[src/rtl/cal_pkg.sv]
// Package: shared register offsets, packed word layouts and calendar
// helper functions for the calendar clock block.
// Assumes byte offsets within a 256-byte window and full-word accesses.
package cal_pkg;

    localparam int unsigned ADDR_W = 8;

    localparam logic [ADDR_W-1:0] OFS_TIME_WR = 8'h24;
    localparam logic [ADDR_W-1:0] OFS_YEAR_WR = 8'h28;
    localparam logic [ADDR_W-1:0] OFS_TIME_RD = 8'h2C;
    localparam logic [ADDR_W-1:0] OFS_YEAR_RD = 8'h30;
    localparam logic [ADDR_W-1:0] OFS_ALM_CMP = 8'h34;
    localparam logic [ADDR_W-1:0] OFS_ALM_SP1 = 8'h38;
    localparam logic [ADDR_W-1:0] OFS_ALM_SP2 = 8'h3C;
    localparam logic [ADDR_W-1:0] OFS_CTRL    = 8'h40;

    localparam int unsigned CTRL_EN_BIT  = 11;
    localparam int unsigned CTRL_AUX_BIT = 13;

    // Packed time word, most significant field first
    typedef struct packed {
        logic [5:0] mon;
        logic [4:0] day;
        logic [4:0] hour;
        logic [5:0] min;
        logic [5:0] sec;
        logic [3:0] tenth;
    } cal_time_t;

    // Packed alarm word, most significant field first
    typedef struct packed {
        logic [5:0] yr_lo;
        logic [3:0] mon;
        logic [4:0] day;
        logic [4:0] hour;
        logic [5:0] min;
        logic [5:0] sec;
    } cal_alarm_t;

    // Last day number of a month; leap selects 29 for February
    function automatic logic [4:0] month_len(input logic [5:0] mon, input logic leap);
        logic [4:0] len;
        case (mon)
            6'd2:                     len = leap ? 5'd29 : 5'd28;
            6'd4, 6'd6, 6'd9, 6'd11:  len = 5'd30;
            default:                  len = 5'd31;
        endcase
        return len;
    endfunction

    // Seconds elapsed since midnight
    function automatic logic [16:0] day_secs(input logic [4:0] h, input logic [5:0] m,
                                             input logic [5:0] s);
        return 17'(h) * 17'd3600 + 17'(m) * 17'd60 + 17'(s);
    endfunction

endpackage

[src/rtl/cal_tenth_gen.sv]
// Module: tenth-second strobe generator.
// Divides the reference clock by DIV and emits a one-cycle tick on the
// last count. A clear restarts the count from zero (no tick that cycle).
// Assumes DIV >= 1.
module cal_tenth_gen #(
    parameter int unsigned DIV = 12_500_000
) (
    input  logic clk,
    input  logic rst_n,
    input  logic clr,
    output logic tick
);
    localparam int unsigned CW = (DIV > 1) ? $clog2(DIV) : 1;
    localparam logic [CW-1:0] LAST = CW'(DIV - 1);

    logic [CW-1:0] cnt_q;

    // Tick on the final count unless being restarted
    assign tick = (cnt_q == LAST) && !clr;

    // Divider counter with restart
    always_ff @(posedge clk) begin
        if (!rst_n) begin
            cnt_q <= '0;
        end else if (clr || tick) begin
            cnt_q <= '0;
        end else begin
            cnt_q <= cnt_q + 1'b1;
        end
    end
endmodule

[src/rtl/cal_time_core.sv]
// Module: calendar datapath.
// Holds the packed time word and the binary year, loads them from the
// bus, and advances them by one tenth per tick through the full carry
// chain (tenths, seconds, minutes, hours, days, months, year).
// Emits a registered strobe in the cycle after a second has elapsed.
// Assumes YEAR_W >= 2; leap years are those with the low two bits zero.
module cal_time_core
    import cal_pkg::*;
#(
    parameter int unsigned YEAR_W = 16
) (
    input  logic              clk,
    input  logic              rst_n,
    input  logic              tick,
    input  logic              ld_time,
    input  logic              ld_year,
    input  logic [31:0]       wdata,
    output cal_time_t         time_o,
    output logic [YEAR_W-1:0] year_o,
    output logic              sec_step_o
);
    cal_time_t         t_q;
    logic [YEAR_W-1:0] year_q;
    logic              step_q;

    cal_time_t         t_nx;
    logic              c_sec, c_min, c_hour, c_day, c_mon, c_year;
    logic [4:0]        mlen;

    // Carry chain: each stage wraps and carries only if the stage below carried
    always_comb begin
        mlen   = month_len(t_q.mon, year_q[1:0] == 2'b00);
        c_sec  = tick  && (t_q.tenth >= 4'd9);
        c_min  = c_sec && (t_q.sec  >= 6'd59);
        c_hour = c_min && (t_q.min  >= 6'd59);
        c_day  = c_hour && (t_q.hour >= 5'd23);
        c_mon  = c_day && (t_q.day  >= mlen);
        c_year = c_mon && (t_q.mon  >= 6'd12);

        t_nx = t_q;
        if (tick)   t_nx.tenth = c_sec  ? 4'd0 : t_q.tenth + 4'd1;
        if (c_sec)  t_nx.sec   = c_min  ? 6'd0 : t_q.sec   + 6'd1;
        if (c_min)  t_nx.min   = c_hour ? 6'd0 : t_q.min   + 6'd1;
        if (c_hour) t_nx.hour  = c_day  ? 5'd0 : t_q.hour  + 5'd1;
        if (c_day)  t_nx.day   = c_mon  ? 5'd1 : t_q.day   + 5'd1;
        if (c_mon)  t_nx.mon   = c_year ? 6'd1 : t_q.mon   + 6'd1;
    end

    // Time word register: bus load wins over counting
    always_ff @(posedge clk) begin
        if (!rst_n) begin
            t_q <= '{mon: 6'd1, day: 5'd1, default: '0};
        end else if (ld_time) begin
            t_q <= cal_time_t'({wdata[31:4], 4'd0});
        end else begin
            t_q <= t_nx;
        end
    end

    // Year register: bus load wins over the December carry
    always_ff @(posedge clk) begin
        if (!rst_n) begin
            year_q <= '0;
        end else if (ld_year) begin
            year_q <= wdata[YEAR_W-1:0];
        end else if (c_year && !ld_time) begin
            year_q <= year_q + 1'b1;
        end
    end

    // Strobe marking that the seconds field has just advanced
    always_ff @(posedge clk) begin
        if (!rst_n) begin
            step_q <= 1'b0;
        end else begin
            step_q <= c_sec && !ld_time;
        end
    end

    assign time_o     = t_q;
    assign year_o     = year_q;
    assign sec_step_o = step_q;
endmodule

[src/rtl/cal_alarm_unit.sv]
// Module: alarm comparator and interrupt pulse generator.
// Fires on an exact match in the cycle after a second step, or in the
// cycle after an alarm write when the alarm lies 0..4 s in the past on
// the same date. The output is a registered one-cycle pulse gated by the
// enable bit. Assumes the alarm register updates on the write edge.
module cal_alarm_unit
    import cal_pkg::*;
#(
    parameter int unsigned LATE_SECS = 4
) (
    input  logic       clk,
    input  logic       rst_n,
    input  logic       en,
    input  logic       alm_wr,
    input  logic       sec_step,
    input  cal_alarm_t alarm,
    input  logic [5:0] cur_mon,
    input  logic [4:0] cur_day,
    input  logic [4:0] cur_hour,
    input  logic [5:0] cur_min,
    input  logic [5:0] cur_sec,
    input  logic [5:0] cur_yr_lo,
    output logic       irq
);
    localparam logic signed [17:0] LATE_MAX = 18'(LATE_SECS);

    logic              wr_pend_q;
    logic              irq_q;
    logic              date_eq, exact_eq, late_ok;
    logic signed [17:0] sec_diff;

    // Field comparison and late-write window
    always_comb begin
        date_eq  = (alarm.yr_lo == cur_yr_lo) && ({2'b00, alarm.mon} == cur_mon) &&
                   (alarm.day == cur_day);
        exact_eq = date_eq && (alarm.hour == cur_hour) && (alarm.min == cur_min) &&
                   (alarm.sec == cur_sec);
        sec_diff = $signed({1'b0, day_secs(cur_hour, cur_min, cur_sec)}) -
                   $signed({1'b0, day_secs(alarm.hour, alarm.min, alarm.sec)});
        late_ok  = date_eq && !sec_diff[17] && (sec_diff <= LATE_MAX);
    end

    // Remember an alarm write for evaluation against the new alarm value
    always_ff @(posedge clk) begin
        if (!rst_n) begin
            wr_pend_q <= 1'b0;
        end else begin
            wr_pend_q <= alm_wr;
        end
    end

    // Registered interrupt pulse, never two cycles in a row
    always_ff @(posedge clk) begin
        if (!rst_n) begin
            irq_q <= 1'b0;
        end else begin
            irq_q <= en && !irq_q && ((sec_step && exact_eq) || (wr_pend_q && late_ok));
        end
    end

    assign irq = irq_q;
endmodule

[src/rtl/calendar_rtc.sv]
// Module: calendar clock top level.
// Decodes the 32-bit register bus, holds the alarm and control words,
// and ties together the prescaler, calendar datapath and alarm unit.
// Assumes full-word accesses at exact byte offsets; reads are
// combinational on bus_addr. Requires 6 <= YEAR_W <= 32.
module calendar_rtc
    import cal_pkg::*;
#(
    parameter int unsigned TENTH_DIV = 12_500_000,
    parameter int unsigned YEAR_W    = 16
) (
    input  logic              clk,
    input  logic              rst_n,
    input  logic [ADDR_W-1:0] bus_addr,
    input  logic              bus_we,
    input  logic [31:0]       bus_wdata,
    output logic [31:0]       bus_rdata,
    output logic              alarm_irq
);
    logic              wr_time, wr_year, wr_alm, wr_sp1, wr_sp2, wr_ctrl;
    logic              tenth_tick;
    logic              sec_step;
    cal_time_t         cur_time;
    logic [31:0]       time_word;
    logic [YEAR_W-1:0] cur_year;
    cal_alarm_t        alarm_q;
    logic [31:0]       spare1_q, spare2_q;
    logic              ctrl_en_q, ctrl_aux_q;

    // Write strobes, one per writable offset
    always_comb begin
        wr_time = bus_we && (bus_addr == OFS_TIME_WR);
        wr_year = bus_we && (bus_addr == OFS_YEAR_WR);
        wr_alm  = bus_we && (bus_addr == OFS_ALM_CMP);
        wr_sp1  = bus_we && (bus_addr == OFS_ALM_SP1);
        wr_sp2  = bus_we && (bus_addr == OFS_ALM_SP2);
        wr_ctrl = bus_we && (bus_addr == OFS_CTRL);
    end

    cal_tenth_gen #(.DIV(TENTH_DIV)) u_tenth (
        .clk   (clk),
        .rst_n (rst_n),
        .clr   (wr_time),
        .tick  (tenth_tick)
    );

    cal_time_core #(.YEAR_W(YEAR_W)) u_core (
        .clk        (clk),
        .rst_n      (rst_n),
        .tick       (tenth_tick),
        .ld_time    (wr_time),
        .ld_year    (wr_year),
        .wdata      (bus_wdata),
        .time_o     (cur_time),
        .year_o     (cur_year),
        .sec_step_o (sec_step)
    );

    assign time_word = cur_time;

    // Alarm compare word and the two storage-only alarm words
    always_ff @(posedge clk) begin
        if (!rst_n) begin
            alarm_q  <= '0;
            spare1_q <= '0;
            spare2_q <= '0;
        end else begin
            if (wr_alm) alarm_q  <= cal_alarm_t'(bus_wdata);
            if (wr_sp1) spare1_q <= bus_wdata;
            if (wr_sp2) spare2_q <= bus_wdata;
        end
    end

    // Control word: enable bit and a storage-only bit
    always_ff @(posedge clk) begin
        if (!rst_n) begin
            ctrl_en_q  <= 1'b0;
            ctrl_aux_q <= 1'b0;
        end else if (wr_ctrl) begin
            ctrl_en_q  <= bus_wdata[CTRL_EN_BIT];
            ctrl_aux_q <= bus_wdata[CTRL_AUX_BIT];
        end
    end

    cal_alarm_unit u_alarm (
        .clk       (clk),
        .rst_n     (rst_n),
        .en        (ctrl_en_q),
        .alm_wr    (wr_alm),
        .sec_step  (sec_step),
        .alarm     (alarm_q),
        .cur_mon   (cur_time.mon),
        .cur_day   (cur_time.day),
        .cur_hour  (cur_time.hour),
        .cur_min   (cur_time.min),
        .cur_sec   (cur_time.sec),
        .cur_yr_lo (cur_year[5:0]),
        .irq       (alarm_irq)
    );

    // Read mux; unmapped and write-only offsets read zero
    always_comb begin
        bus_rdata = '0;
        case (bus_addr)
            OFS_TIME_RD: bus_rdata = time_word;
            OFS_YEAR_RD: bus_rdata = 32'(cur_year);
            OFS_ALM_CMP: bus_rdata = alarm_q;
            OFS_ALM_SP1: bus_rdata = spare1_q;
            OFS_ALM_SP2: bus_rdata = spare2_q;
            OFS_CTRL: begin
                bus_rdata[CTRL_EN_BIT]  = ctrl_en_q;
                bus_rdata[CTRL_AUX_BIT] = ctrl_aux_q;
            end
            default: bus_rdata = '0;
        endcase
    end
endmodule

[config.mk]
export PLATFORM = sky130hd
export DESIGN_NAME = calendar_rtc
export DESIGN_NICKNAME = d
export VERILOG_FILES = /design/src/rtl/cal_pkg.sv /design/src/rtl/cal_tenth_gen.sv /design/src/rtl/cal_time_core.sv /design/src/rtl/cal_alarm_unit.sv /design/src/rtl/calendar_rtc.sv
export SDC_FILE = /design/constraint.sdc
export NUM_CORES = 1
export LEC_CHECK = 0
export BUFFER_PORTS_ARGS = -buffer_cell sky130_fd_sc_hd__buf_2
export CORE_ASPECT_RATIO = 0.9
export CORE_MARGIN = 1
export CORE_UTILIZATION = 38
export CTS_CLUSTER_SIZE = 14
export DETAILED_ROUTE_END_ITERATION = 8
export SLEW_MARGIN = 20
export SYNTH_ARGS = -nofsm -noshare
export SYNTH_HDL_FRONTEND = slang
export SYNTH_SLANG_ARGS = --single-unit
[constraint.sdc]
create_clock -name clk -period 7.75 [get_ports clk]
set_input_delay 0.775 -clock clk [delete_from_list [all_inputs] [get_ports clk]]
set_output_delay 0.775 -clock clk [all_outputs]
set_load 0.02 [all_outputs]
== Word level (Yosys, flattened, before mapping) ==
Cells that the tools add are included.
Cells by class
  bitwise operators: 1
  multipliers: 4
  add/sub/neg operators: 13
  equal/unequal tests: 20
  reductions and logical operators: 41
  $lt $le $gt $ge: 7
  mux-type cells: 22
Operator list (number)
  $pmux W18 S5: 1
  $eq A8 B6 Y1 const B: 7
  $pmux W11 S5: 1
  $mux W6: 6
  $add A17 B12 Y17: 2
  $add A17 B6 Y17: 2
  $mux W16: 2
  $mux W32: 1
  $logic_and A1 B1 Y1: 26
  $mul A5 B8 Y13 const B: 2
  $add A24 B1 Y24 const B: 1
  $eq A24 B24 Y1 const B: 1
  $mul A6 B4 Y10 const B: 2
  $mux W5: 4
  $add A6 B1 Y6 const B: 3
  $eq A6 B6 Y1: 3
  $le A18 B4 Y1 const B: 1
  $sub A17 B17 Y18: 1
  $add A16 B1 Y16 const B: 1
  $eq A6 B3 Y1 const B: 2
  $eq A6 B4 Y1 const B: 2
  $ge A6 B6 Y1 const B: 2
  $pmux W1 S6: 2
  $reduce_bool A2 Y1: 6
  other kinds (20): 27
Storage, ports and cells
  output and inout port bits: 33
  logic and storage cells: 129
  register bits: 173
  input bits: 43

== Longest topological paths before layout ==
  depth after elaboration: 13
  depth in mapped cells: 27
  depth with buffers taken out: 26

== Modules after synthesis ==
Synthesis repeated with hierarchy kept, for this count alone.
Second synthesis, totals
  cells, all modules: 1559
  area total of the unflattened synthesis: 13290.2 um2
Modules (own cells, without submodules)
  calendar_rtc: area each 4759.6 um2, cells each 533, instances 1, sequential area each 1961.9 um2
  cal_alarm_unit: area each 4458.0 um2, cells each 539, instances 1, sequential area each 40.0 um2
  cal_time_core: area each 2909.0 um2, cells each 353, instances 1, sequential area each 980.9 um2
  cal_tenth_gen: area each 1163.6 um2, cells each 134, instances 1, sequential area each 480.5 um2

== Worst setup path before layout ==
OpenSTA, ideal clock, no wires.
  path kind: flip-flop to flip-flop
  from: reg u_core.t_q, in the netlist u_core.time_o[13]
  to: reg u_alarm.irq_q (netlist: u_alarm.irq)
  slack: 1.823 ns
  library setup time: 0.092 ns
  data required time: 7.658 ns
  cell stages (with the launch flop): 27
  arrival: 5.834 ns
  buffers on the path: 1
  period minus slack after synthesis: 5.927 ns
  cell sequence: dfxtp_1 -> inv_1 -> fa_1 -> fa_1 -> inv_1 -> ha_1 -> a21o_1 -> a21oi_1 -> o21bai_1 -> a21oi_1 -> xnor2_1 -> ha_1 -> ha_1 -> a21o_1 -> a31o_2 -> nand3_1 -> a21oi_1 -> xor2_1 -> ha_1 -> clkbuf_1 -> o21ai_0 -> a211o_1 -> a311oi_1 -> nand4b_1 -> nor4_4 -> o2111ai_1 -> o32ai_1
On the way
  longest elaborated chain between the ends: 10
  elaborated cells between the ends (all ways): 15
  those cells by class: add/sub (3); mul (1); order compare (1); eq/ne (1); reduce/logical (9)
Ends and longest elaborated chain
  from (decl): line cal_time_core.sv:22  | cal_time_t t_q;
  from (signal assigned): line cal_time_core.sv:54  | t_q <= cal_time_t'({wdata[31:4], 4'd0});
  from (signal assigned): line cal_time_core.sv:56  | t_q <= t_nx;
  parallel branches: the longest is 8 deep, another holds $sub A17 B17 Y18
  $logic_or A1 B1 Y1 *: line cal_alarm_unit.sv:57  | irq_q <= en && !irq_q && ((sec_step && exact_eq) || (wr_pend_q && late_ok));
  $logic_and A1 B1 Y1 *: line cal_alarm_unit.sv:57
  to (signal assigned): line cal_alarm_unit.sv:57
  to (decl): line cal_alarm_unit.sv:28  | logic irq_q;
Mark *: on every way between the ends.
A chain may end at the register's enable or synchronous reset.

== Worst setup path in the final report ==
Same ends and word-level chain as after synthesis.

==> impl_results.md <==
* Die Wd at between 150 and 200 um
* Clock period minus worst slack at 6.53 ns
* WS Path Type: flip-flop to flip-flop
* Mean post-synth cell area at 7.92 um^2
* Syn-to-layout area delta at 10.2%
* Synthesized area at about 13000 um^2
* Synth Warn # at 0
* Nets at approximately 1900
* CTS max path bufs at 2
* Status: finished, final reports clean
* Starting Density at 38.9%
* RSZ-0062 raised after global routing: false
* Share of cells above drive strength 1 at between 10% and 20%
* Comb pwr share at approximately 5.3%
* Post-CTS Resized at 0
* WHS at 0.454 ns
* Die height at 177 um
* Worst Path Max Fanout at 9
* Seq/Total Area, Yosys at 26.9%
* Final Util at approximately 43%
* Clock Sinks at about 170
* Sequential power share at 48.8%
* Global-route wire length before repair at 62.4 mm
* Die area at 34600 um^2
* Core Footprint at around 33000 um^2
* P per Cell Area at 129 nW/um^2
* Reg-to-Reg End: u_alarm.irq
* CTS Buf Count at 17
* Top post-synthesis cells by area: dfxtp_1 (27%), ha_1 (13%), nand2_1 (8.0%)
* Mapped Cells at 1624
* Setup Fix Bufs, Post-CTS at 0
* Syn Nets at approximately 1800
* Most frequent cell after synthesis: nand2_1
* Max cap viols at 0
* CTS H-tree depth at 4
* Number of synthesized flops with an enable pin at 0
* Peak VDD IR at 158 uV
* Skew final at 0.00751 ns
* Yosys top cell area share at a little over a quarter
* Critical Path Sink Type: flip-flop
* Fin Setup TNS at 0 ns
* Gr ovfl total at 0
* Sw power at ~0.00046 W
* IO Count at 76
* Sw frac at 25.2%
* Leakage at 6.09 nW
* Post-Route WL at 39.6 mm
* Fraction of registers with async set/reset at 0%
* Via count of the routed design at 11700
* Cells on worst reg2reg path at 25
* Hold path startpoint: spare1_q[23]
* Vias per Instance at 5.58
* Distinct cells, synth at 74
* Final hold violations at 0
* RR Startpoint: u_core.time_o[13]
* Hold crit path type: flip-flop to flip-flop
* Worst-path clk slew at 0.07 ns
* CTS tree: done
* Hold Path End: spare1_q[23]
* Setup Viol. Count Final at 0
* Port Buf Inserts at 75
* Iter 0 DRT Violations at 947
* Total GRT Usage at between 20% and 30%
* # rows at 63
* Startpoint Class: flip-flop
* Pins Over Slew Limit at 0
* Routed WL per cell at 18.9 um
* Crit path DAT at 6.87 ns
* Internal at 0.00137 W
* Clock Power Share at between 40 and 50%
* Internal reg-to-reg setup slack at around 1.2 ns
* Clock root buffer: clkbuf_16
* # hold bufs at CTS at 0
* Fillers at 3337
* Top cell type by total area after synthesis: dfxtp_1
* Tot Pwr at 0.00183 W
* Req. time, crit path at 8.09 ns
* Placer congestion estimate at 0.911
* Synth top cells by count: nand2_1 (273), a21oi_1 (185), dfxtp_1 (173)
* Iteration count of the initial detailed-routing pass at 7
* Antenna Nets Post-Route at 0
* #FFs+latches synth at approximately 170
* Initial antenna violation count at 3
* Number of global-route vias before repair at 11000
* Tcrit/Tclk final at 84.2%
* Clk_lat worst skew at 0.44 ns
* Hpwl dp at 29.4 mm
* DRC viols at 0
* Synth Flop Type: dfxtp_1
* Slew headroom at 33.2%
* Largest net degree at the start of global routing at between 80 and 90
* Worst hold stages at 2
* Tightest Pin Transition at 1.00 ns
* Max Freq at 153 MHz
sequential cells by signal, summed over array words and instances (netlist names):
signal / flops
alarm_q: 32
ctrl_aux_q: 1
ctrl_en_q: 1
spare1_q: 32
spare2_q: 32
u_alarm.irq: 1
u_alarm.wr_pend_q: 1
u_core.sec_step_o: 1
u_core.time_o: 32
u_core.year_o: 16
u_tenth.cnt_q: 24
cell families after synthesis:
logic type | after synthesis | synth area share (%)
compound gates | 416 | 19.3
xor+xnor | 119 | 8.10
fa+ha+maj | 165 | 17.8
buf+inv | 200 | 5.87
flops | 173 | 26.9
mux | 38 | 3.26
simple gates | 513 | 18.7
how the worst max path moves through the flow:
| stage | start | endpoint | slack [ns] |
|---|---|---|---|
| final | u_core.time_o[13] | u_alarm.irq | 1.22 |
| after global routing | alarm_q[9] | u_alarm.irq | 0.82 |
| after CTS | u_core.time_o[13] | u_alarm.irq | 1.22 |
| after detailed placement | u_core.time_o[13] | u_alarm.irq | 1.27 |
| after global placement | u_core.time_o[13] | u_alarm.irq | 1.36 |
| after floorplan | u_core.time_o[13] | u_alarm.irq | 1.82 |
cell usage in the layout, fill, tap and decap left out, types with 37 or more instances in the layout:
cell type and n:
o21ai_0 70, nor2_1 81, xnor2_1 69, nand2_1 273, inv_1 120, a21oi_1 185
nand3_1 37, a22oi_1 50, dfxtp_1 173, buf_2 75, ha_1 134, xor2_1 50
layer usage:
layer	track usage [%]	share of wire, %	vias up
li1	-	-	5666
met1	33.7	47	5531
met2	35.1	44	426
met3	4.55	8.1	43
met4	5.53	1.5	2
met5	0	0.033	-
worst max-delay path: stages, from the launching register on:
cell       delay (ns)
dfxtp_1          0.56
inv_1            0.25
fa_1             0.50
fa_1             0.51
inv_1            0.04
ha_1             0.32
a21o_1           0.17
a21oi_1          0.21
o21bai_1         0.09
a21oi_1          0.17
xnor2_1          0.14
ha_1             0.25
ha_1             0.35
a21o_1           0.21
a31oi_1          0.27
o21ai_0          0.17
xor2_1           0.18
ha_1             0.48
nor3_1           0.11
a31oi_1          0.14
o311ai_0         0.15
a311oi_1         0.32
nand4b_1         0.20
nor4_4           0.23
o2111ai_1        0.13
o32ai_1          0.29
layout make-up:
cell class	count	area, um^2	area share, %
diodes	1	2.50	0.0176
multi-input cells	1251	8690	61.3
flip-flops and latches	173	3460	24.4
well taps	422	528	3.72
inverters	122	460	3.25
clock buffers	19	443	3.12
clock inverters	13	116	0.821
repair buffers	89	480	3.39
power groups by stage:
stage	logic [W]	clock network (W)	registers [W]
final	0.0000966	0.000842	0.000893
after CTS	0.0000947	0.000848	0.000893
after global placement	0.0000945	0	0.000914
after floorplan	0.0000517	0	0.000913
after global routing	0.000103	0.000880	0.000893
after detailed placement	0.0000944	0	0.000914
metrics by stage:
stage	area (um^2)	worst slack (ns)	cells
after floorplan	12900	1.82	1624
after global placement	13600	1.36	2057
after detailed placement	13600	1.27	2057
after CTS	14200	1.22	2089
after global routing	14200	0.816	2090
final	14200	1.22	2090
Note: power is estimated with default switching activity, not from simulation.
